<file path="src/rtl/stbySeqPkg.sv">
package stbySeqPkg;

  // Status codes; values are visible on seqState
  typedef enum logic [3:0] {
    ST_RUN     = 4'd0,
    ST_DOZE    = 4'd1,
    ST_HALTED  = 4'd2,
    ST_SUSP    = 4'd3,
    ST_SAVE    = 4'd4,
    ST_FLUSH   = 4'd5,
    ST_SCANOUT = 4'd6,
    ST_PWROFF  = 4'd7,
    ST_PWRON   = 4'd8,
    ST_SCANIN  = 4'd9,
    ST_CLKON   = 4'd10,
    ST_CPURST  = 4'd11,
    ST_ERR     = 4'd15
  } seqState_e;

  typedef enum logic [1:0] {
    MODE_RUN     = 2'd0,
    MODE_LIGHT   = 2'd1,
    MODE_CLKHALT = 2'd2,
    MODE_DEEP    = 2'd3
  } modeReq_e;

  // Strobes from the control FSM to the datapath registers
  typedef struct packed {
    logic cntClr;
    logic watchWake;
    logic cpuGate;
    logic cpuUngate;
    logic clkStop;
    logic pllOn;
    logic clkStart;
    logic isoSet;
    logic isoRelease;
    logic pwrCut;
    logic pwrRestore;
    logic deepSet;
    logic deepClr;
    logic errSet;
    logic errClr;
  } seqStrobe_t;

endpackage

</file>
<file path="src/rtl/stbySeqCtrl.sv">
module stbySeqCtrl
  import stbySeqPkg::*;
(
  input  logic       clk,
  input  logic       rstN,
  input  logic       modeGo,
  input  logic [1:0] modeReq,
  input  logic       irqWake,
  input  logic       rtcMatch,
  input  logic       wakePend,
  input  logic       deepMode,
  input  logic       stepFirst,
  input  logic       timeoutHit,
  input  logic       errClr,
  input  logic       saveDone,
  input  logic       flushDone,
  input  logic       scanOutDone,
  input  logic       pwrAck,
  input  logic       scanInDone,
  input  logic       clkReady,
  input  logic       restoreDone,
  output seqState_e  state,
  output seqStrobe_t strobe,
  output logic       saveStart,
  output logic       flushStart,
  output logic       scanOutStart,
  output logic       scanInStart,
  output logic       restoreStart
);

  seqState_e  nxt;
  seqStrobe_t stb;
  logic       wakeAny;

  assign wakeAny = wakePend | irqWake | rtcMatch;

  always_comb begin
    nxt = state;
    stb = '0;
    unique case (state)
      ST_RUN: begin
        if (modeGo) begin
          unique case (modeReq_e'(modeReq))
            MODE_LIGHT: begin
              nxt = ST_DOZE;
              stb.cpuGate = 1'b1;
            end
            MODE_CLKHALT: begin
              nxt = ST_HALTED;
              stb.clkStop = 1'b1;
              stb.deepClr = 1'b1;
            end
            MODE_DEEP: begin
              nxt = ST_SAVE;
              stb.deepSet = 1'b1;
            end
            default: ;
          endcase
        end
      end
      ST_DOZE: begin
        if (wakeAny) begin
          nxt = ST_RUN;
          stb.cpuUngate = 1'b1;
        end
      end
      ST_HALTED: begin
        if (wakeAny) begin
          nxt = ST_CLKON;
          stb.pllOn = 1'b1;
        end
      end
      ST_SUSP: begin
        if (wakeAny) begin
          nxt = ST_PWRON;
          stb.pwrRestore = 1'b1;
        end
      end
      ST_SAVE: begin
        if (saveDone) begin
          nxt = wakeAny ? ST_CPURST : ST_FLUSH;
        end else if (timeoutHit) begin
          nxt = ST_ERR;
          stb.errSet = 1'b1;
        end
      end
      ST_FLUSH: begin
        if (flushDone) begin
          if (wakeAny) begin
            nxt = ST_CPURST;
          end else begin
            nxt = ST_SCANOUT;
            stb.clkStop = 1'b1;
            stb.isoSet = 1'b1;
          end
        end else if (timeoutHit) begin
          nxt = ST_ERR;
          stb.errSet = 1'b1;
        end
      end
      ST_SCANOUT: begin
        if (scanOutDone) begin
          if (wakeAny) begin
            nxt = ST_CLKON;
            stb.pllOn = 1'b1;
          end else begin
            nxt = ST_PWROFF;
            stb.pwrCut = 1'b1;
          end
        end else if (timeoutHit) begin
          nxt = ST_ERR;
          stb.errSet = 1'b1;
        end
      end
      ST_PWROFF: begin
        if (!pwrAck) begin
          if (wakeAny) begin
            nxt = ST_PWRON;
            stb.pwrRestore = 1'b1;
          end else begin
            nxt = ST_SUSP;
          end
        end else if (timeoutHit) begin
          nxt = ST_ERR;
          stb.errSet = 1'b1;
        end
      end
      ST_PWRON: begin
        if (pwrAck) begin
          nxt = ST_SCANIN;
        end else if (timeoutHit) begin
          nxt = ST_ERR;
          stb.errSet = 1'b1;
        end
      end
      ST_SCANIN: begin
        if (scanInDone) begin
          nxt = ST_CLKON;
          stb.pllOn = 1'b1;
        end else if (timeoutHit) begin
          nxt = ST_ERR;
          stb.errSet = 1'b1;
        end
      end
      ST_CLKON: begin
        if (clkReady) begin
          nxt = deepMode ? ST_CPURST : ST_RUN;
          stb.clkStart = 1'b1;
          stb.isoRelease = 1'b1;
        end else if (timeoutHit) begin
          nxt = ST_ERR;
          stb.errSet = 1'b1;
        end
      end
      ST_CPURST: begin
        if (restoreDone) begin
          nxt = ST_RUN;
          stb.deepClr = 1'b1;
        end else if (timeoutHit) begin
          nxt = ST_ERR;
          stb.errSet = 1'b1;
        end
      end
      ST_ERR: begin
        if (errClr) begin
          nxt = ST_RUN;
          stb.errClr = 1'b1;
          stb.pllOn = 1'b1;
          stb.clkStart = 1'b1;
          stb.pwrRestore = 1'b1;
          stb.isoRelease = 1'b1;
          stb.deepClr = 1'b1;
        end
      end
      default: begin
        nxt = ST_ERR;
        stb.errSet = 1'b1;
      end
    endcase
    stb.watchWake = (state == ST_SAVE) || (state == ST_FLUSH) ||
                    (state == ST_SCANOUT) || (state == ST_PWROFF);
    stb.cntClr = (nxt != state);
  end

  always_ff @(posedge clk or negedge rstN) begin
    if (!rstN) state <= ST_RUN;
    else       state <= nxt;
  end

  assign strobe       = stb;
  assign saveStart    = (state == ST_SAVE)    && stepFirst;
  assign flushStart   = (state == ST_FLUSH)   && stepFirst;
  assign scanOutStart = (state == ST_SCANOUT) && stepFirst;
  assign scanInStart  = (state == ST_SCANIN)  && stepFirst;
  assign restoreStart = (state == ST_CPURST)  && stepFirst;

endmodule

</file>
<file path="src/rtl/stbySeqDatapath.sv">
module stbySeqDatapath
  import stbySeqPkg::*;
#(
  parameter int NUM_IP = 8,
  parameter int CNT_W  = 16
) (
  input  logic              clk,
  input  logic              rstN,
  input  seqStrobe_t        strobe,
  input  logic              irqWake,
  input  logic              rtcMatch,
  input  logic [CNT_W-1:0]  stepLimit,
  input  logic [NUM_IP-1:0] ipClkMask,
  output logic              stepFirst,
  output logic              timeoutHit,
  output logic              wakePend,
  output logic              deepMode,
  output logic              cpuClkOn,
  output logic              pllOn,
  output logic              pwrOn,
  output logic              isoOn,
  output logic              errFlag,
  output logic [NUM_IP-1:0] ipClkEn
);

  localparam logic [CNT_W-1:0] CNT_MAX = {CNT_W{1'b1}};

  logic [CNT_W-1:0] stepCnt;
  logic             busClkOn;

  // Step timer: restarts on every state change, saturates
  always_ff @(posedge clk or negedge rstN) begin
    if (!rstN) begin
      stepCnt <= '0;
    end else if (strobe.cntClr) begin
      stepCnt <= '0;
    end else if (stepCnt != CNT_MAX) begin
      stepCnt <= stepCnt + 1'b1;
    end
  end

  assign stepFirst  = (stepCnt == '0);
  assign timeoutHit = (stepCnt == stepLimit);

  // Wake latch only while an entry step is running
  always_ff @(posedge clk or negedge rstN) begin
    if (!rstN) wakePend <= 1'b0;
    else       wakePend <= strobe.watchWake & (wakePend | irqWake | rtcMatch);
  end

  // Clock controls
  always_ff @(posedge clk or negedge rstN) begin
    if (!rstN) begin
      cpuClkOn <= 1'b1;
      busClkOn <= 1'b1;
      pllOn    <= 1'b1;
    end else begin
      if (strobe.cpuGate) cpuClkOn <= 1'b0;
      if (strobe.clkStop) begin
        cpuClkOn <= 1'b0;
        busClkOn <= 1'b0;
        pllOn    <= 1'b0;
      end
      if (strobe.pllOn) pllOn <= 1'b1;
      if (strobe.cpuUngate || strobe.clkStart) cpuClkOn <= 1'b1;
      if (strobe.clkStart) busClkOn <= 1'b1;
    end
  end

  // Power, isolation, mode and error state
  always_ff @(posedge clk or negedge rstN) begin
    if (!rstN) begin
      pwrOn    <= 1'b1;
      isoOn    <= 1'b0;
      deepMode <= 1'b0;
      errFlag  <= 1'b0;
    end else begin
      if (strobe.pwrCut)     pwrOn <= 1'b0;
      if (strobe.pwrRestore) pwrOn <= 1'b1;
      if (strobe.isoSet)     isoOn <= 1'b1;
      if (strobe.isoRelease) isoOn <= 1'b0;
      if (strobe.deepSet)    deepMode <= 1'b1;
      if (strobe.deepClr)    deepMode <= 1'b0;
      if (strobe.errSet)     errFlag <= 1'b1;
      if (strobe.errClr)     errFlag <= 1'b0;
    end
  end

  // Per-IP gating: software bit AND shared peripheral clock run
  for (genvar i = 0; i < NUM_IP; i++) begin : g_ipGate
    assign ipClkEn[i] = ipClkMask[i] & busClkOn;
  end

endmodule

</file>
<file path="src/rtl/stbyModeSeq.sv">
module stbyModeSeq
  import stbySeqPkg::*;
#(
  parameter int NUM_IP = 8,
  parameter int CNT_W  = 16
) (
  input  logic              clk,
  input  logic              rstN,
  input  logic              modeGo,
  input  logic [1:0]        modeReq,
  input  logic [NUM_IP-1:0] ipClkMask,
  input  logic              irqWake,
  input  logic              rtcMatch,
  input  logic [CNT_W-1:0]  stepLimit,
  input  logic              errClr,
  input  logic              saveDone,
  input  logic              flushDone,
  input  logic              scanOutDone,
  input  logic              pwrAck,
  input  logic              scanInDone,
  input  logic              clkReady,
  input  logic              restoreDone,
  output logic [NUM_IP-1:0] ipClkEn,
  output logic              cpuClkEn,
  output logic              pllEn,
  output logic              logicPwrEn,
  output logic              isoEn,
  output logic              saveStart,
  output logic              flushStart,
  output logic              scanOutStart,
  output logic              scanInStart,
  output logic              restoreStart,
  output logic [3:0]        seqState,
  output logic              errFlag
);

  seqState_e  state;
  seqStrobe_t strobe;
  logic       stepFirst;
  logic       timeoutHit;
  logic       wakePend;
  logic       deepMode;

  stbySeqCtrl u_ctrl (
    .clk          (clk),
    .rstN         (rstN),
    .modeGo       (modeGo),
    .modeReq      (modeReq),
    .irqWake      (irqWake),
    .rtcMatch     (rtcMatch),
    .wakePend     (wakePend),
    .deepMode     (deepMode),
    .stepFirst    (stepFirst),
    .timeoutHit   (timeoutHit),
    .errClr       (errClr),
    .saveDone     (saveDone),
    .flushDone    (flushDone),
    .scanOutDone  (scanOutDone),
    .pwrAck       (pwrAck),
    .scanInDone   (scanInDone),
    .clkReady     (clkReady),
    .restoreDone  (restoreDone),
    .state        (state),
    .strobe       (strobe),
    .saveStart    (saveStart),
    .flushStart   (flushStart),
    .scanOutStart (scanOutStart),
    .scanInStart  (scanInStart),
    .restoreStart (restoreStart)
  );

  stbySeqDatapath #(
    .NUM_IP (NUM_IP),
    .CNT_W  (CNT_W)
  ) u_dp (
    .clk        (clk),
    .rstN       (rstN),
    .strobe     (strobe),
    .irqWake    (irqWake),
    .rtcMatch   (rtcMatch),
    .stepLimit  (stepLimit),
    .ipClkMask  (ipClkMask),
    .stepFirst  (stepFirst),
    .timeoutHit (timeoutHit),
    .wakePend   (wakePend),
    .deepMode   (deepMode),
    .cpuClkOn   (cpuClkEn),
    .pllOn      (pllEn),
    .pwrOn      (logicPwrEn),
    .isoOn      (isoEn),
    .errFlag    (errFlag),
    .ipClkEn    (ipClkEn)
  );

  assign seqState = state;

endmodule

</file>
<file path="config.mk">
export PLATFORM = sky130hd
export DESIGN_NAME = stbyModeSeq
export DESIGN_NICKNAME = d
export VERILOG_FILES = /design/src/rtl/stbySeqPkg.sv /design/src/rtl/stbySeqCtrl.sv /design/src/rtl/stbySeqDatapath.sv /design/src/rtl/stbyModeSeq.sv
export SDC_FILE = /design/constraint.sdc
export NUM_CORES = 1
export LEC_CHECK = 0
export BUFFER_PORTS_ARGS = -buffer_cell sky130_fd_sc_hd__buf_2
export CORE_ASPECT_RATIO = 2
export CORE_MARGIN = 2
export CORE_UTILIZATION = 48
export DETAILED_ROUTE_END_ITERATION = 8
export GPL_TIMING_DRIVEN = 0
export MAX_ROUTING_LAYER = met4
export PLACE_DENSITY = 0.76
export SLEW_MARGIN = 20
export SYNTH_ARGS = -nofsm -noshare
export SYNTH_HDL_FRONTEND = slang
export SYNTH_SLANG_ARGS = --single-unit
</file>
<file path="constraint.sdc">
create_clock -name clk -period 2.6 [get_ports clk]
set_clock_uncertainty 0.1 [all_clocks]
set_input_delay 0.13 -clock clk [delete_from_list [all_inputs] [get_ports clk]]
set_output_delay 0.13 -clock clk [all_outputs]
set_load 0.05 [all_outputs]
</file>
==> impl_metrics.ini <==
[critical_path]
r2r_start = u_ctrl.state[0]$_DFF_PN0_
crit_fanout = 10
r2r_slack_ps = -100
cp-start-kind = flop
r2r_cells = 9
cp.required_ps = 2710
critPathArrivalTime_ps = 2800
endpoint_kind = flop
r2r_end = u_dp.stepCnt[13]$_DFFE_PN0P_
crit_type = reg2reg

[placed_design]
hpwl_um = 5937
port_buffers = 60
place.gp.congestion = 1.012
dp_slack_ps = -292.3

[pwr]
p_switching_uw = 1886
comb_power_share = 0.729
clock_power_share = 0.085
pwr-share-seq = 0.186
internal_power_uw = 1613
power.share.switching = 0.5390
power_density_nw_per_um2 = 1118
peakVddDrop_mv = 1.155
p_leak_uw = 0.001330

[synthesis]
syn_avg_cell_area_um2 = 8.786
yosysWarnings = 0
synth_edf_count = 0
netlist_instances = 269
netlist_top_cells_area = dfrtp_1 (25%), xnor2_1 (7.0%), nor4_2 (6.4%)
synth_top_area_share = 0.2541
synth_seq_area_share = 0.2986
syn_nets = 310
synth_top_area_cell = dfrtp_1
yosys.cell_types.count = 62
ys_async_sr_fraction = 1.000
ys.flop_type = dfrtp_1
syn_area_um2 = 2364
ys_ff_latch = 28

[cts]
cts_tree = done
cts_inserted_buffers = 3
clk_pin_slew_ps = 110
cts_buffer_depth = 2
ctsRootBufferMaster = clkbuf_8
clk_latency_ps = 300
cts_max_level = 1
cts_num_sinks = 28

[die]
start_util = 0.4904
fp.dieW_um = 53.62
coreArea_um2 = 4820
io_pins = 61
die_area_um2 = 5535
num_rows = 36
die_h_um = 103.2

[cells_and_area]
synthToLayoutAreaGrowth_pct = 32.40
drive_gt1_frac = 0.4183
antenna_cells = 0
nets = 391

[run]
cap_violations = 0

[global_route]
grt_pass1_vias = 2565
grtUsageTotal = 0.3343
grt_pass1_wl_um = 12920
antenna_found_initial = 0
grt_max_degree = 29
grt-ovfl-total = 0

[timing]
relSlewSlack = 0.5419
tightest_slew_ps = 687.1
setup_viol = 15
hold_violations = 0
setup_slack_ps = -97.03
max_freq_mhz = 370.8
min_period_ps = 2697
setup_tns_ps = -1240
maxSlewViolCount = 0
post-route-period-util = 1.037
rsz0062_at_grt = true

[status]
status = complete, but fails checks
violations = setup timing

[routing]
drt-total-wl_um = 8094
wire_per_inst_um = 19.94
firstDrtPassIters = 4
via_count = 2536
drc = 0
antenna_left = 0
dr.first_iter.drc_count = 135
via_per_inst = 6.246

[worst_hold_path]
min_to = u_dp.pllOn$_DFFE_PN1P_
hold_class = in2reg
hold_depth = 3
hp-start = scanInDone
## cell families (layout without fill, tap and decap cells)
logic type                 after synthesis  in the layout  share of synthesized area
adders and majority gates                2              2                    0.01059
xor gates and xnor gates                28             28                     0.1069
muxes                                    4              4                    0.01906
buffers and inverters                   23            103                    0.05188
AOI/OAI and AO/OA                       51             51                     0.1525
and+or+nand+nor                        133            133                     0.3605
DFF                                     28             28                     0.2986
## area by class of cell
type	instances	area, um2
Tap cell	57	71.32
Timing Repair Buffer	77	446.7
Inverter	8	30.03
Clock buffer	4	55.05
Fill cell	422	1690
Sequential cell	28	715.7
Multi-Input combinational cell	218	1697
Buffer	14	113.9
## per-stage QoR
stage | cells | cell area (um2) | hold slack [ps] | utilization | total power, uW
6_report | 406 | 3129 | 53.64 | 0.6493 | 3498
5_1_grt | 406 | 3129 | 81.84 | 0.6493 | 3701
4_1_cts | 399 | 3032 | 43.72 | 0.6290 | 3357
3_5_place_dp | 386 | 2759 | 113.2 | 0.5724 | 2707
3_3_place_gp | 386 | 2759 | 109.0 | 0.5724 | 2696
2_1_floorplan | 269 | 2387 | -265.6 | - | 2195
## worst max-delay path by stage
stage / from / cells after the start / slack, ps / end
floorplan: u_ctrl.state[2]$_DFF_PN0_ / 8 / 6 / u_dp.stepCnt[0]$_DFFE_PN0P_
CTS: u_ctrl.state[0]$_DFF_PN0_ / 9 / -30 / u_dp.stepCnt[10]$_DFFE_PN0P_
global route: u_dp.stepCnt[5]$_DFFE_PN0P_ / 9 / -190 / u_dp.stepCnt[0]$_DFFE_PN0P_
detailed placement: u_dp.stepCnt[13]$_DFFE_PN0P_ / 10 / -290 / u_dp.stepCnt[2]$_DFFE_PN0P_
global placement: u_dp.stepCnt[13]$_DFFE_PN0P_ / 10 / -290 / u_dp.stepCnt[1]$_DFFE_PN0P_
finish: u_ctrl.state[0]$_DFF_PN0_ / 9 / -100 / u_dp.stepCnt[13]$_DFFE_PN0P_
## cell usage after synthesis, types with 4 or more instances
| library cell | instances |
|---|---|
| dfrtp_1 | 24 |
| xnor2_1 | 19 |
| nor2_1 | 18 |
| nand3_1 | 16 |
| nand2_1 | 15 |
| nor4_2 | 12 |
| o21ai_0 | 12 |
| and2_1 | 10 |
| nor4_1 | 10 |
| buf_2 | 8 |
| inv_1 | 8 |
| nand4_1 | 8 |
| xor2_1 | 8 |
| and3_1 | 7 |
| nand2b_1 | 7 |
| nor3_1 | 7 |
| a21oi_1 | 6 |
| o31ai_1 | 6 |
| a31oi_1 | 4 |
| dfstp_2 | 4 |
## placed cells by master, fill, tap and decap left out, drive strengths merged, types with 2 or more instances in the layout
| master | n |
|---|---|
| and2 | 11 |
| buf | 87 |
| a21o | 2 |
| and4 | 3 |
| nor4b | 3 |
| dfstp | 4 |
| or4 | 2 |
| nand3b | 2 |
| a21oi | 7 |
| a211o | 2 |
| nand3 | 16 |
| nor2 | 18 |
| nand2b | 7 |
| o31a | 2 |
| nor4 | 22 |
| a311oi | 2 |
| ha | 2 |
| mux2i | 3 |
| xor2 | 9 |
| o21ai | 13 |
| o31ai | 6 |
| nor2b | 3 |
| dfrtp | 24 |
| inv | 8 |
| nor3 | 8 |
| a31oi | 4 |
| dlygate4sd3 | 2 |
| nand2 | 15 |
| and3 | 7 |
| clkbuf | 6 |
| nand4 | 8 |
| xnor2 | 19 |
| nor3b | 2 |
## worst max-delay path: stages (launching register included)
cell      delay [ps]
dfrtp_2          440
buf_6            140
and4bb_2         270
a21boi_0         160
a211o_1          270
a311oi_2         270
nand4_1          250
mux2i_4          280
buf_6            170
nor4_2           240
## flip-flops by register name, summed over array words and instances (netlist names)
name and flops:
u_dp.wakePend 1, u_dp.pwrOn 1, u_dp.busClkOn 1, u_dp.cpuClkOn 1, u_dp.pllOn 1, u_dp.errFlag 1, u_ctrl.state 4, u_dp.stepCnt 16
u_dp.isoOn 1, u_dp.deepMode 1
## metal layers
layer,track usage,vias to the layer above,wire length (um)
met4,0.2682,0,514
met2,0.5660,148,4411
met1,0.3091,1175,2697
li1,-,1168,-
met5,-,-,0
met3,0.07184,45,470
## power groups by stage
stage	logic [uW]	clock network [uW]	registers, uW
6_report	2550	297	650
5_1_grt	2730	305	668
4_1_cts	2400	298	655
3_5_place_dp	2050	0	658
3_3_place_gp	2040	0	653
2_1_floorplan	1340	0	858
## what timing repair did
item                                   CTS  global route
cloned                                   2             0
setup endpoints to repair               16            16
endpoints found under the hold margin   25             0
hold buffers                             2             0
pin swaps                               17             8
setup buffers                            5             8
gates resized for setup                 28            12
No activity file was read; power rests on OpenSTA's default activity.
